### config.mk
export PLATFORM = sky130hd
export DESIGN_NAME = redundant_load_queue
export DESIGN_NICKNAME = d
export VERILOG_FILES = /design/src/rtl/lvq_pkg.sv /design/src/rtl/lvq_ptr.sv /design/src/rtl/lvq_store.sv /design/src/rtl/lvq_check.sv /design/src/rtl/redundant_load_queue.sv
export SDC_FILE = /design/constraint.sdc
export NUM_CORES = 2
export LEC_CHECK = 0
export BUFFER_PORTS_ARGS = -buffer_cell sky130_fd_sc_hd__buf_2
export CORE_MARGIN = 1
export CORE_UTILIZATION = 35
export DETAILED_ROUTE_END_ITERATION = 12
export GPL_TIMING_DRIVEN = 0
export SETUP_SLACK_MARGIN = 0.4
export SYNTH_ARGS = -nofsm -noshare
export SYNTH_HDL_FRONTEND = slang
export SYNTH_HIERARCHICAL = 1
export SYNTH_SLANG_ARGS = --single-unit
### constraint.sdc
create_clock -name clk_i -period 4.3 [get_ports clk_i]
set_input_delay 0.86 -clock clk_i [delete_from_list [all_inputs] [get_ports clk_i]]
set_output_delay 0.86 -clock clk_i [all_outputs]
set_load 0.01 [all_outputs]
### src/rtl/lvq_pkg.sv
package lvq_pkg;
  typedef enum logic [1:0] {
    OP_IDLE = 2'b00,
    OP_PUSH = 2'b01,
    OP_POP  = 2'b10,
    OP_BOTH = 2'b11
  } lvq_op_e;
endpackage

### src/rtl/lvq_ptr.sv
module lvq_ptr #(
  parameter int DEPTH = 64,
  localparam int PW = (DEPTH > 1) ? $clog2(DEPTH) : 1
) (
  input  logic          clk_i,
  input  logic          rst_ni,
  input  logic          adv_i,
  output logic [PW-1:0] ptr_o
);
  logic [PW-1:0] ptr_q;

  always_ff @(posedge clk_i or negedge rst_ni) begin
    if (!rst_ni)    ptr_q <= '0;
    else if (adv_i) ptr_q <= (ptr_q == PW'(DEPTH-1)) ? '0 : ptr_q + 1'b1;
  end

  assign ptr_o = ptr_q;
endmodule

### src/rtl/lvq_store.sv
module lvq_store #(
  parameter int DEPTH  = 64,
  parameter int ADDR_W = 32,
  parameter int DATA_W = 32,
  localparam int PW = (DEPTH > 1) ? $clog2(DEPTH) : 1
) (
  input  logic              clk_i,
  input  logic              we_i,
  input  logic [PW-1:0]     wptr_i,
  input  logic [ADDR_W-1:0] waddr_i,
  input  logic [DATA_W-1:0] wdata_i,
  input  logic [PW-1:0]     rptr_i,
  output logic [ADDR_W-1:0] raddr_o,
  output logic [DATA_W-1:0] rdata_o
);
  logic [ADDR_W-1:0] addr_mem [DEPTH];
  logic [DATA_W-1:0] data_mem [DEPTH];

  always_ff @(posedge clk_i) begin
    if (we_i) begin
      addr_mem[wptr_i] <= waddr_i;
      data_mem[wptr_i] <= wdata_i;
    end
  end

  assign raddr_o = addr_mem[rptr_i];
  assign rdata_o = data_mem[rptr_i];
endmodule

### src/rtl/lvq_check.sv
module lvq_check #(
  parameter int ADDR_W = 32
) (
  input  logic              clk_i,
  input  logic              rst_ni,
  input  logic              pop_i,
  input  logic [ADDR_W-1:0] head_addr_i,
  input  logic [ADDR_W-1:0] trail_addr_i,
  output logic              mismatch_o
);
  logic mism_q;

  always_ff @(posedge clk_i or negedge rst_ni) begin
    if (!rst_ni)                                 mism_q <= 1'b0;
    else if (pop_i && head_addr_i != trail_addr_i) mism_q <= 1'b1;
  end

  assign mismatch_o = mism_q;

  assert_mismatch_sticky_R7: assert property (@(posedge clk_i) disable iff (!rst_ni)
    mism_q |=> mism_q);
  assert_match_keeps_flag_R8: assert property (@(posedge clk_i) disable iff (!rst_ni)
    (!mism_q && !(pop_i && head_addr_i != trail_addr_i)) |=> !mism_q);
endmodule

### src/rtl/redundant_load_queue.sv
module redundant_load_queue
  import lvq_pkg::*;
#(
  parameter int DEPTH  = 64,
  parameter int ADDR_W = 32,
  parameter int DATA_W = 32,
  localparam int PW = (DEPTH > 1) ? $clog2(DEPTH) : 1,
  localparam int CW = $clog2(DEPTH + 1)
) (
  input  logic              clk_i,
  input  logic              rst_ni,
  input  logic              lead_valid_i,
  input  logic [ADDR_W-1:0] lead_addr_i,
  input  logic [DATA_W-1:0] lead_data_i,
  output logic              lead_ready_o,
  input  logic              trail_valid_i,
  input  logic [ADDR_W-1:0] trail_addr_i,
  output logic              trail_ready_o,
  output logic [DATA_W-1:0] trail_data_o,
  output logic              full_o,
  output logic              empty_o,
  output logic [CW-1:0]     count_o,
  output logic              mismatch_o
);
  logic [CW-1:0]     count_q;
  logic [PW-1:0]     wptr, rptr;
  logic [ADDR_W-1:0] head_addr;
  logic              push, pop;
  lvq_op_e           op;

  assign full_o        = (count_q == CW'(DEPTH));
  assign empty_o       = (count_q == '0);
  assign lead_ready_o  = !full_o;
  assign trail_ready_o = !empty_o;
  // no bypass: an empty queue stalls the trailer even on a same-cycle push
  assign push = lead_valid_i  && lead_ready_o;
  assign pop  = trail_valid_i && trail_ready_o;
  assign op   = lvq_op_e'({pop, push});

  always_ff @(posedge clk_i or negedge rst_ni) begin
    if (!rst_ni) count_q <= '0;
    else begin
      case (op)
        OP_PUSH: count_q <= count_q + 1'b1;
        OP_POP:  count_q <= count_q - 1'b1;
        default: count_q <= count_q;
      endcase
    end
  end

  assign count_o = count_q;

  lvq_ptr #(.DEPTH(DEPTH)) u_wptr (.clk_i, .rst_ni, .adv_i(push), .ptr_o(wptr));
  lvq_ptr #(.DEPTH(DEPTH)) u_rptr (.clk_i, .rst_ni, .adv_i(pop),  .ptr_o(rptr));

  lvq_store #(.DEPTH(DEPTH), .ADDR_W(ADDR_W), .DATA_W(DATA_W)) u_store (
    .clk_i, .we_i(push), .wptr_i(wptr), .waddr_i(lead_addr_i), .wdata_i(lead_data_i),
    .rptr_i(rptr), .raddr_o(head_addr), .rdata_o(trail_data_o));

  lvq_check #(.ADDR_W(ADDR_W)) u_check (
    .clk_i, .rst_ni, .pop_i(pop), .head_addr_i(head_addr),
    .trail_addr_i(trail_addr_i), .mismatch_o(mismatch_o));

  assert_count_bound_R10: assert property (@(posedge clk_i) disable iff (!rst_ni)
    count_o <= CW'(DEPTH));
  assert_no_overflow_R3: assert property (@(posedge clk_i) disable iff (!rst_ni)
    (full_o && !trail_valid_i) |=> full_o && $stable(count_o));
  assert_no_underflow_R4: assert property (@(posedge clk_i) disable iff (!rst_ni)
    (empty_o && !lead_valid_i) |=> empty_o && $stable(mismatch_o));
  assert_push_pop_hold_R6: assert property (@(posedge clk_i) disable iff (!rst_ni)
    (lead_valid_i && lead_ready_o && trail_valid_i && trail_ready_o) |=> $stable(count_o));
  assert_push_grows_R2: assert property (@(posedge clk_i) disable iff (!rst_ni)
    (lead_valid_i && lead_ready_o && !trail_valid_i) |=> count_o == $past(count_o) + 1'b1);
endmodule

==> run summary <==
commonest cells after routing, fill and taps aside: 4096 x edfxtp_1, 1024 x mux4_2, 434 x clkbuf_16, 286 x buf_12, 198 x a22oi_1
crit path DAT: 3670 ps
unrepaired setup endpoints after global routing: yes
Seq. cell area: 124000 um^2
number of placed instances, taps included: 12932
Hold WC Path Type: input pin to flop
Setup crit end kind: output port
hpwl dp: 381000 um
Worst-path clk slew: 60 ps
vias in the first global route: 80266
core area: 443000 um^2
Seq/Total Area, Yosys: 79.1%
slew margin rel.: -0.896%
H-tree Lvls: 5
drt wl/cell: 40.6 um
area of the multi-input gates: 32300 um^2
share of cells above drive strength 1: 34.6%
TritonRoute pass-1 iters: 7
Setup WS post-layout: -229 ps
Die W: 670 um
leakage: 58.5 nW
filler instances: 37345
global route overflow: 0
Non-Filler Instances: 13799
Gate Count Post-Synth: 6594
DRT antenna net count: 0
ys flop type: edfxtp_1
die height: 670 um
CTS tree: done
status: finished, violations left
Worst Hold Slack: 387 ps
via count: 84415
Post-Syn Area: 156000 um^2
die area: 449000 um^2
initial antenna violation count: 53
Tcrit/Tclk final: 105%
Syn-to-layout area delta: 20.7%
DRT iter0 DRCs: 14344
Nets: 7630
Final Hold Fails: 0
fin area: 188000 um^2
path type of the worst setup path: flop to output port
clk buf depth: 4
Post-DP Area: 171000 um^2
WP data required: 3440 ps
Place WS: -1780 ps
Mapped Nets: 6703
Synth cell types: 49
routed wire length: 560000 um
Max Freq: 221 MHz
worst slew pin tran: 1510 ps
largest net degree at the start of global routing: 65
failing checks: max-capacitance violations, max-slew violations, negative setup slack
I/O pins: 144
largest fanout on the critical path: 8
Post-synth EDFFs: 4096
Inserted Clock Buffers: 418
cell row count: 244
final setup violation count: 33
DRC errors left: 0
IO Port Bufs: 143
asr flop ratio synth: 0.486%
Slew Viols, Final: 8
total number of yosys warnings: 6
min Tclk post-route: 4530 ps
max-cap violation count: 1
first-pass GRT wire length: 730000 um
Max VDD drop: 0.000486 V
commonest non-fill, non-tap cell in the layout: edfxtp_1
PwrDens: 672 nW/um^2
Placer Congestion: 0.822
syn_area_per_cell: 23.7 um^2
clock sinks: 4116
worst skew pair latency: 1000 ps
clk_skew: 53.7 ps
GRT Total Usage: 24.2%
Starting Density: 35.2%
Startpoint Class: flop
flops & latches, synth: 4116
vias per cell: 6.12
CTS root buf: clkbuf_16
## logic make-up (layout without fill, tap and decap cells)
logic type / count (synthesis) / in the layout / synth area share [%]
multiplexers: 1118 / 1118 / 15.4
AO/OA/AOI/OAI: 599 / 599 / 2.90
adder cells (fa/ha/maj): 9 / 9 / 0.0770
XOR/XNOR: 44 / 44 / 0.247
buffers and inverters: 388 / 1663 / 1.27
other: 0 / 26 / 0
flip-flops: 4116 / 4116 / 79.1
AND/OR/NAND/NOR: 320 / 320 / 0.978
## repair_timing
| item | in CTS | in global routing |
|---|---|---|
| gates resized for setup | 803 | 196 |
| buffers inserted | 23 | 40 |
| hold buffers | 1 | 0 |
| endpoints found under the setup margin | 339 | 47 |
| gates cloned | 3 | 7 |
| endpoints found under the hold margin | 20 | 0 |
| pin swaps | 41 | 49 |
## flip-flops by register name, summed over array words and instances (netlist names)
signal and flops:
u_check/mismatch_o 1, u_wptr/ptr_o 6, u_store/data_mem 2048, count_o 7
u_store/addr_mem 2048, u_rptr/ptr_o 6
## path summary, 6_finish.rpt
check                                         from                 end  slack [ps]  cells after the start
worst max-delay path               u_rptr/ptr_o[0]    trail_data_o[16]        -230                     12
worst min-delay path                  lead_valid_i     u_wptr/ptr_o[2]         390                      5
worst max register to register     u_rptr/ptr_o[0]  u_check/mismatch_o        -200                     17
worst min register to register  u_check/mismatch_o  u_check/mismatch_o         470                      1
max in group asynchronous                   rst_ni     u_rptr/ptr_o[2]        3220                      2
min in group asynchronous                   rst_ni  u_check/mismatch_o         500                      2
## Yosys cell counts (4+ instances only)
cell | n | area share, %
a22oi_1 | 256 | 1.2
nand3b_1 | 4 | 0.019
mux2i_1 | 91 | 0.58
clkbuf_1 | 140 | 0.34
buf_4 | 50 | 0.24
o22ai_1 | 102 | 0.41
nand4_1 | 4 | 0.016
buf_1 | 29 | 0.070
a21oi_1 | 29 | 0.093
buf_6 | 22 | 0.16
dfrtp_1 | 20 | 0.32
edfxtp_1 | 4096 | 79
nor2b_1 | 8 | 0.032
nand3_1 | 137 | 0.44
nand2b_1 | 5 | 0.020
nor4_1 | 8 | 0.032
buf_2 | 136 | 0.44
o221ai_1 | 64 | 0.36
a211oi_1 | 65 | 0.31
o211a_1 | 64 | 0.41
ha_1 | 8 | 0.064
inv_1 | 9 | 0.022
mux4_2 | 1024 | 15
o21ai_0 | 6 | 0.019
xor2_1 | 36 | 0.20
or3_1 | 5 | 0.020
xnor2_1 | 8 | 0.045
nand2_1 | 16 | 0.038
nor2_1 | 117 | 0.28
## through the flow
step           total power [mW]  setup TNS [ps]  util, %
2_1_floorplan              67.5        -1605100        -
3_3_place_gp               85.1               -     37.1
3_5_place_dp               86.1          -33340     38.6
4_1_cts                     124           -5150     42.2
5_1_grt                     129           -4250     42.5
6_report                    127           -4010     42.6
## cell type report
class                           instances  area share (%)
Timing Repair Buffer                  508            4.19
Clock buffer                          527            5.86
Multi-Input combinational cell       2090            17.2
Antenna cell                           26          0.0345
Inverter                               10          0.0226
Tap cell                             5904            3.92
Sequential cell                      4116            65.6
Buffer                                377            2.20
Clock inverter                        241            1.06
## power by group
group / internal, mW / switching [mW]
Sequential: 45.6 / 0.381
Clock: 19.6 / 15.4
Combinational: 17.6 / 28.1
## routing by layer
| layer | vias to the layer above | wire length, um | share of wire (%) | global-route usage, % |
|---|---|---|---|---|
| met5 | - | 357 | 0.064 | 0.191 |
| met4 | 40 | 34000 | 6.1 | 12.5 |
| met3 | 1309 | 75500 | 13 | 6.95 |
| met2 | 6786 | 251000 | 45 | 36.7 |
| met1 | 45676 | 199000 | 36 | 31.8 |
| li1 | 30604 | - | - | - |
## worst max-delay path, cell delays in order, from the launching register on
cell and delay (ps):
dfrtp_1 410, buf_12 170, buf_16 160, buf_16 180
buf_16 180, nand3b_1 140, buf_12 160, buf_12 170
buf_12 140, o22ai_4 70, a211oi_4 430, o211a_4 250
buf_6 110
No activity file was read; power rests on OpenSTA's default activity.
